<file path="config.mk">
export PLATFORM = sky130hd
export DESIGN_NAME = dpll_mode_ctrl
export DESIGN_NICKNAME = d
export VERILOG_FILES = /design/src/rtl/dpll_mode_pkg.sv /design/src/rtl/dpll_hist_avg.sv /design/src/rtl/dpll_mode_fsm.sv /design/src/rtl/dpll_word_sel.sv /design/src/rtl/dpll_mode_ctrl.sv
export SDC_FILE = /design/constraint.sdc
export NUM_CORES = 1
export LEC_CHECK = 0
export BUFFER_PORTS_ARGS = -buffer_cell sky130_fd_sc_hd__buf_2
export CORE_UTILIZATION = 36
export CTS_BUF_LIST = sky130_fd_sc_hd__clkbuf_2
export DETAILED_ROUTE_END_ITERATION = 8
export PLACE_DENSITY = 0.52
export SKIP_CTS_REPAIR_TIMING = 1
export SLEW_MARGIN = 10
export SYNTH_ARGS = -nofsm -noshare
export SYNTH_HDL_FRONTEND = slang
export SYNTH_HIERARCHICAL = 1
export SYNTH_SLANG_ARGS = --single-unit
</file>
<file path="constraint.sdc">
create_clock -name clk -period 5 [get_ports clk]
set_input_delay 0.5 -clock clk [delete_from_list [all_inputs] [get_ports clk]]
set_output_delay 0.5 -clock clk [all_outputs]
set_load 0.005 [all_outputs]
</file>
<file path="src/rtl/dpll_mode_pkg.sv">
package dpll_mode_pkg;

    typedef enum logic [1:0] {
        MODE_FREE = 2'd0,
        MODE_LOCK = 2'd1,
        MODE_HOLD = 2'd2,
        MODE_DCO  = 2'd3
    } mode_e;

endpackage

</file>
<file path="src/rtl/dpll_hist_avg.sv">
module dpll_hist_avg #(
    parameter int FW     = 24,
    parameter int FRAC_W = 8,
    parameter int SH_W   = 3,
    parameter int CNT_W  = 16
) (
    input  logic                 clk,
    input  logic                 rst_n,
    input  logic                 clear,
    input  logic                 update,
    input  logic [FW-1:0]        word,
    input  logic [SH_W-1:0]      shift,
    input  logic [CNT_W-1:0]     min_cnt,
    output logic [FW-1:0]        hist_word,
    output logic                 valid
);
    localparam int AW = FW + FRAC_W;
    localparam logic [CNT_W-1:0] CNT_MAX = {CNT_W{1'b1}};

    logic signed [AW-1:0] acc_q;
    logic signed [AW-1:0] acc_n;
    logic signed [AW-1:0] target;
    logic signed [AW:0]   diff;
    logic signed [AW:0]   step;
    logic [CNT_W-1:0]     cnt_q;

    always_comb begin
        target = $signed({word, {FRAC_W{1'b0}}});
        diff   = $signed({target[AW-1], target}) - $signed({acc_q[AW-1], acc_q});
        step   = diff >>> shift;
        if (cnt_q == '0) begin
            acc_n = target;
        end else begin
            acc_n = acc_q + step[AW-1:0];
        end
    end

    always_ff @(posedge clk or negedge rst_n) begin
        if (!rst_n) begin
            acc_q <= '0;
            cnt_q <= '0;
        end else if (clear) begin
            acc_q <= '0;
            cnt_q <= '0;
        end else if (update) begin
            acc_q <= acc_n;
            if (cnt_q != CNT_MAX) begin
                cnt_q <= cnt_q + 1'b1;
            end
        end
    end

    assign hist_word = acc_q[AW-1:FRAC_W];
    assign valid     = (cnt_q != '0) && (cnt_q >= min_cnt);

endmodule

</file>
<file path="src/rtl/dpll_mode_fsm.sv">
module dpll_mode_fsm
    import dpll_mode_pkg::*;
(
    input  logic  clk,
    input  logic  rst_n,
    input  logic  ref_ok,
    input  logic  lock_ok,
    input  logic  dco_req,
    input  logic  hist_valid,
    output mode_e mode
);
    mode_e state_q;
    mode_e state_n;

    always_ff @(posedge clk or negedge rst_n) begin
        if (!rst_n) begin
            state_q <= MODE_FREE;
        end else begin
            state_q <= state_n;
        end
    end

    always_comb begin
        state_n = state_q;
        if (dco_req) begin
            state_n = MODE_DCO;                     // servo entry
        end else begin
            unique case (state_q)
                MODE_FREE: if (ref_ok && lock_ok) state_n = MODE_LOCK;   // acquire
                MODE_HOLD: if (ref_ok && lock_ok) state_n = MODE_LOCK;   // acquire
                MODE_LOCK: if (!ref_ok) state_n = hist_valid ? MODE_HOLD : MODE_FREE; // fallback
                MODE_DCO:  state_n = MODE_FREE;     // servo exit
                default:   state_n = MODE_FREE;
            endcase
        end
    end

    assign mode = state_q;

endmodule

</file>
<file path="src/rtl/dpll_word_sel.sv">
module dpll_word_sel
    import dpll_mode_pkg::*;
#(
    parameter int FW = 24
) (
    input  mode_e          mode,
    input  logic [FW-1:0]  loop_word,
    input  logic [FW-1:0]  servo_word,
    input  logic [FW-1:0]  hist_word,
    output logic [FW-1:0]  osc_word,
    output logic           loop_en
);
    always_comb begin
        osc_word = '0;
        loop_en  = 1'b0;
        unique case (mode)
            MODE_FREE: begin
                osc_word = '0;
                loop_en  = 1'b0;
            end
            MODE_LOCK: begin
                osc_word = loop_word;
                loop_en  = 1'b1;
            end
            MODE_HOLD: begin
                osc_word = hist_word;
                loop_en  = 1'b0;
            end
            MODE_DCO: begin
                osc_word = servo_word;
                loop_en  = 1'b0;
            end
            default: begin
                osc_word = '0;
                loop_en  = 1'b0;
            end
        endcase
    end

endmodule

</file>
<file path="src/rtl/dpll_mode_ctrl.sv">
module dpll_mode_ctrl
    import dpll_mode_pkg::*;
#(
    parameter int FW     = 24,
    parameter int FRAC_W = 8,
    parameter int SH_W   = 3,
    parameter int CNT_W  = 16
) (
    input  logic              clk,
    input  logic              rst_n,
    input  logic              ref_ok,
    input  logic              lock_ok,
    input  logic              dco_req,
    input  logic              upd_tick,
    input  logic [SH_W-1:0]   hist_shift,
    input  logic [CNT_W-1:0]  min_updates,
    input  logic [FW-1:0]     loop_word,
    input  logic [FW-1:0]     servo_word,
    output logic [1:0]        mode,
    output logic              loop_en,
    output logic [FW-1:0]     osc_word
);
    mode_e         cur_mode;
    logic          hist_valid;
    logic          hist_upd;
    logic          hist_clr;
    logic [FW-1:0] hist_word;

    assign hist_upd = upd_tick && lock_ok && (cur_mode == MODE_LOCK);
    assign hist_clr = (cur_mode == MODE_FREE);

    dpll_mode_fsm u_fsm (
        .clk        (clk),
        .rst_n      (rst_n),
        .ref_ok     (ref_ok),
        .lock_ok    (lock_ok),
        .dco_req    (dco_req),
        .hist_valid (hist_valid),
        .mode       (cur_mode)
    );

    dpll_hist_avg #(
        .FW     (FW),
        .FRAC_W (FRAC_W),
        .SH_W   (SH_W),
        .CNT_W  (CNT_W)
    ) u_hist (
        .clk       (clk),
        .rst_n     (rst_n),
        .clear     (hist_clr),
        .update    (hist_upd),
        .word      (loop_word),
        .shift     (hist_shift),
        .min_cnt   (min_updates),
        .hist_word (hist_word),
        .valid     (hist_valid)
    );

    dpll_word_sel #(
        .FW (FW)
    ) u_sel (
        .mode       (cur_mode),
        .loop_word  (loop_word),
        .servo_word (servo_word),
        .hist_word  (hist_word),
        .osc_word   (osc_word),
        .loop_en    (loop_en)
    );

    assign mode = cur_mode;

endmodule

</file>
After elaboration in Yosys (flattened, before gate mapping)

Index checks and enable logic that the tools add are counted.

Flip-flop bits (word level): 50
Input port bits: 73
Output and inout port bits: 27
Logic and storage cells: 40

$add $sub $neg: 3
Order comparisons: 1
Equality and inequality tests: 6
Shift-type cells: 1
Muxes and demuxes: 13
Reductions and logical operators: 13

Operators with widths:

| kind                    | count |
|---|---|
| $mux W32                | 3 |
| $pmux W24 S4            | 1 |
| $mux W16                | 3 |
| $sshr A33 B3 Y32        | 1 |
| $sub A32 B32 Y33        | 1 |
| $add A32 B32 Y32        | 1 |
| $add A16 B1 Y16 const B | 1 |
| $ge A16 B16 Y1          | 1 |
| $logic_not A16 Y1       | 1 |
| $ne A16 B16 Y1 const B  | 1 |
| $reduce_bool A16 Y1     | 1 |
| $mux W2                 | 4 |
| $pmux W2 S3             | 1 |
| $eq A2 B2 Y1 const B    | 2 |
| $logic_and A1 B1 Y1     | 4 |
| $reduce_and A2 Y1       | 2 |
| $reduce_bool A2 Y1      | 2 |
| $ne A3 B1 Y1 const B    | 1 |
| $ne A3 B3 Y1 const B    | 1 |
| $reduce_or A3 Y1        | 1 |
| $eq A2 B1 Y1 const B    | 1 |
| $logic_not A2 Y1        | 1 |
| $pmux W1 S2             | 1 |
| $reduce_or A2 Y1        | 1 |

Logic depth before layout (Yosys ltp)

Depth in word-level cells: 6
Mapped depth: 23
Gate-level depth less buffers: 21

Cells and area by module

The synthesis kept the hierarchy.

Modules (own cells, without submodules):

| module         | times used | cells an instance | area an instance (sq um) | seq. area each (sq um) |
|---|---|---|---|---|
| dpll_hist_avg  | 1          | 990               | 7498.4                   | 1201.2 |
| dpll_word_sel  | 1          | 58                | 666.9                    | 0.0 |
| dpll_mode_fsm  | 1          | 9                 | 102.6                    | 50.0 |
| dpll_mode_ctrl | 1          | 2                 | 13.8                     | 0.0 |

Worst setup path after synthesis

OpenSTA, ideal clock, no wires.

Path type: flip-flop to flip-flop
Start: reg u_hist.acc_q[2]
End: reg u_hist.acc_q[30]
Library setup time: 147 ps
Arrival: 4715 ps
Data required time: 4853 ps
Path slack: 138 ps
Stages on the path, launching flop included: 21
Buffers on the path: 2
Period minus slack after synthesis: 4862 ps
Path through: dfrtp_1 > buf_2 > or4_4 > clkbuf_1 > o31ai_1 > a21oi_1 > xnor2_1 > mux2_2 > mux2_2 > nand2_1 > o21ai_0 > ha_1 > a211oi_1 > nor2_1 > or4_1 > o21ai_1 > o31a_1 > o311ai_1 > and4bb_2 > o31ai_1 > a311oi_1

Longest elaborated chain between the ends: 6

RTL lines:

| item                     | line                | source |
|---|---|---|
| start: declaration       | dpll_hist_avg.sv:20 | `logic signed [AW-1:0] acc_q;` |
| start signal: assignment | dpll_hist_avg.sv:46 | `acc_q <= acc_n;` |
| $sub A32 B32 Y33         | dpll_hist_avg.sv:29 | `diff = $signed({target[AW-1], target}) - $signed({acc_q[AW-1], acc_q});` |
| $sshr A33 B3 Y32         | dpll_hist_avg.sv:30 | `step = diff >>> shift;` |
| $add A32 B32 Y32 *       | dpll_hist_avg.sv:34 | `acc_n = acc_q + step[AW-1:0];` |
| $mux W32 *               | dpll_hist_avg.sv:31 | `if (cnt_q == '0) begin` |
| $mux W32 *               | dpll_hist_avg.sv:45 | `end else if (update) begin` |
| $mux W32 *               | dpll_hist_avg.sv:42 | `end else if (clear) begin` |

Every way passes the cells marked *; elsewhere a longest branch is shown, timed or not. The select of a mux whose other input is x is not followed.
A chain may end at the register's enable or synchronous reset.

Worst setup path in the final report

Start: reg u_hist.acc_q[9]
End: reg u_hist.acc_q[30]

Same word-level chain as after synthesis.

==> run_results.csv <==
group,metric,value,unit
logic_synthesis,synthArstFlopShare,100.0,%
logic_synthesis,netlist_instances,1059,
setup_path,critPathMostFrequentCell,"sky130_fd_sc_hd__buf_4",
placement,port_buffers,99,
sta,setup_total_negative_slack,-0.03352,ns
setup_path,timing.critical_path.from_type,"register",
sta,max-slew-margin-rel,50.19,%
cts,cts_num_sinks,50,
setup_path,largest_fanout_of_any_net_on_the_critical_path,4,
setup_path,worst_setup_path_category,"reg -> reg",
placement,dp.final_hpwl,21960,um
die,placeableCoreArea,0.02257,mm2
global_routing,largest_net_degree_at_the_start_of_global_routing,51,
die,dieArea,0.02362,mm2
placement,place_congestion,0.8984,
cts,worst_skew_pair.late_latency,0.56,ns
drt,detail_route.vias_per_cell,5.543,
logic_synthesis,synth_net_count,1214,
die,initial_core_util,36.69,%
sta,postLayoutSetupSlackWorst,-0.02490,ns
cts,cts_max_path_buffers,2,
sta,period_share,100.5,%
outcome,violations_in_the_final_reports,"negative setup slack",
power,total_leakage_power,0.005255,uW
setup_path,r2r_setup_slack,-0.02,ns
die,row_count,55,
logic_synthesis,synth.yosys.warnings,6,
setup_path,worst_path_max_delay_cell,"sky130_fd_sc_hd__mux4_2",
sta,worst_slew_pin_slew,0.7445,ns
logic_synthesis,synth_enable_flop_cells,0,
setup_path,worst_r2r_startpoint,"u_hist/acc_q[9]",
die,floorplan.io_pins,100,
drt,starting_drt_drc_count,608,
cts,reg_clk_slew_reported_paths,0.38,ns
cts,clock_tree.root_cell,"sky130_fd_sc_hd__clkbuf_2",
layout,num-fill-cells,2235,
setup_path,timing.critical_path.arrival,5.50,ns
sta,finalSetupViolCount,2,
power,combPwrFrac,83.5,%
layout,layout.core_utilization,48.41,%
drt,postRouteAntennaNets,0,
drt,drc,0,
global_routing,grt_pass1_vias,8207,
die,chipWidth,153.7,um
setup_path,crit_path_start,"u_hist/acc_q[9]",
cts,tritoncts.num_buffers,5,
hold_path,hold_path_class,"in -> async",
setup_path,worst_path_dominant_cell_family,"compound AO/OA/AOI/OAI gates",
global_routing,grt_remaining_overflow,0,
global_routing,wire_length_of_the_first_global_routing_pass,44360,um
power,total_switching_power,2084,uW
outcome,run_status,"finished, violations left",
sta,skew,0.06523,ns
die,floorplan.die.height,153.7,um
cts,htree_num_levels,2,
sta,timing.fmax,199.0,MHz
drt,drtPass1Iterations,5,
setup_path,setup.worst_path.end_class,"register",
setup_path,slowest_delay,0.47,ns
setup_path,crit_required,5.47,ns
sta,finalMaxSlewViolations,0,
drt,average_detailed_routed_wire_length_per_instance,18.18,um
cts,clock_tree_from_tritoncts,"done",
power,worst_voltage_drop_across_the_vdd_grid,0.0001627,V
power,power_switching_share,47.35,%
logic_synthesis,synth_top_flop_cell,"sky130_fd_sc_hd__dfrtp_1",
drt,dr_total_vias,8819,
global_routing,grt.total_usage,23.62,%
sta,final_hold_viols,0,
setup_path,critical_path.n_buffers_inverters,6,
layout,area_growth,31.95,%
logic_synthesis,fraction_of_the_yosys_area_taken_by_sequential_cells,15.11,%
sta,fin_hold_ws,0.007298,ns
power,power_frac_clock,4.9,%
layout,area_occupied_by_multi_input_gates,0.006862,mm2
job,max-cap-violations,0,
drt,route.final.wire_length,28920,um
logic_synthesis,total_standard_cell_area_after_synthesis,0.008282,mm2
layout,final_layout_size_suffix_gt1_share,37.05,%
placement,dpl_worst_slack,-0.5582,ns
setup_path,cp_cell_sequence,"inv_2 > ha_4 > buf_4 > nand3b_1 > buf_4 > nor4_4 > o31a_4 > a31o_4 > buf_4 > nand2_2 > a221oi_4 > xor2_2 > buf_4 > mux4_2 > mux2_4 > ha_1 > a21o_1 > a211o_1 > buf_4 > nor3_2 > o31ai_4 > a311oi_1",
logic_synthesis,register_bit_total_from_synthesis,50,
layout,ff_latch_area,0.001252,mm2
sta,grt_setup_unrepaired,"yes",
power,share_seq_of_total_power,11.5,%
logic_synthesis,synth.distinct_cells,88,
power,power.internal,2317,uW
sta,final_critical_path_required_period,5.025,ns
power,power.density_cell_area,402.8,mW/mm2
logic_synthesis,average_footprint_of_a_synthesized_cell,7.820,um2
global_routing,antenna_found_initial,1,
layout,fin_nets,1455,
metrics by stage:
step,cells,power (uW),area (um2)
3_3_place_gp,1555,3658,10110
5_1_grt,1591,4736,10930
3_5_place_dp,1555,3656,10110
2_1_floorplan,1059,2441,8282
4_1_cts,1563,3899,10160
6_report,1591,4401,10930
layout make-up:
type                       instances  area share, %
tap                              285          3.263
multi-input combinational        863          62.79
clock inverter                     3         0.1832
sequential                        50          11.46
timing repair buffer             316          19.76
clock buffer                       5         0.2290
inverter                          64          2.198
antenna                            5         0.1145
layer usage:
layer	global-route usage, %	wire length (um)	vias up
li1	-	-	4338
met1	33.60	13810	4209
met2	39.11	13370	246
met3	2.170	1404	26
met4	3.905	342	0
met5	0	0	-
cells in the final DEF (no fill, tap or decap), types with 17 or more instances in the layout:
master / count
sky130_fd_sc_hd__xor2_1: 26
sky130_fd_sc_hd__a211oi_1: 17
sky130_fd_sc_hd__nand2_1: 77
sky130_fd_sc_hd__nand3_1: 25
sky130_fd_sc_hd__a21oi_1: 80
sky130_fd_sc_hd__buf_4: 210
sky130_fd_sc_hd__mux2i_1: 29
sky130_fd_sc_hd__dfrtp_1: 49
sky130_fd_sc_hd__o21ai_0: 37
sky130_fd_sc_hd__xnor2_1: 27
sky130_fd_sc_hd__buf_2: 99
sky130_fd_sc_hd__nor2_1: 100
sky130_fd_sc_hd__a21o_1: 26
sky130_fd_sc_hd__inv_1: 58
sky130_fd_sc_hd__mux2_4: 28
sky130_fd_sc_hd__mux2_2: 18
sky130_fd_sc_hd__a22o_1: 25
sky130_fd_sc_hd__ha_1: 73
registers in the layout, summed over array words and instances, names as in the netlist:
| signal | count |
|---|---|
| u_fsm/mode | 2 |
| u_hist/cnt_q | 16 |
| u_hist/acc_q | 32 |
logic make-up (layout without fill, tap and decap cells):
kind of cell               count (synthesis)  count (layout)  share of synthesized area [%]
muxes                                     82              82                          12.01
xor gates and xnor gates                  57              57                          6.119
adders and majority gates                 82              82                          12.48
and+or+nand+nor                          325             325                          19.58
other                                      0               5                              0
buffers and inverters                    146             388                          8.793
AOI/OAI and AO/OA                        317             317                          25.91
DFF                                       50              50                          15.11
Yosys cell counts (all sizes together), types with 12 or more instances:
| cell | number | share of area (%) |
|---|---|---|
| nor2 | 106 | 4.8 |
| a21oi | 88 | 5.3 |
| nand2 | 83 | 3.8 |
| ha | 81 | 12 |
| inv | 63 | 2.9 |
| o21ai | 62 | 3.8 |
| dfrtp | 50 | 15 |
| mux2 | 46 | 7.2 |
| buf | 43 | 4.1 |
| clkbuf | 39 | 1.8 |
| mux2i | 33 | 4.0 |
| xnor2 | 29 | 3.1 |
| xor2 | 28 | 3.1 |
| a21o | 27 | 2.5 |
| a211oi | 25 | 2.3 |
| a22o | 25 | 2.6 |
| nand3 | 25 | 1.5 |
| nor3 | 17 | 1.1 |
| nand2b | 13 | 0.98 |
| nand4 | 13 | 0.98 |
| a311oi | 12 | 1.5 |
final timing paths:
check                                    to  cells after the start
max                        u_hist/acc_q[30]                     22
min                        u_hist/acc_q[16]                      2
max reg2reg                u_hist/acc_q[30]                     22
min reg2reg                u_hist/acc_q[19]                      2
max in group asynchronous   u_hist/acc_q[0]                      2
min in group clk              u_fsm/mode[0]                      2
power groups by stage:
stage | Clock [uW] | Sequential [uW] | Combinational (uW)
final | 218 | 507 | 3680
after global routing | 239 | 514 | 3980
after global placement | 0 | 512 | 3150
after CTS | 231 | 506 | 3160
after floorplan | 0 | 504 | 1940
after detailed placement | 0 | 512 | 3140
(Power assumes the default switching activity.)
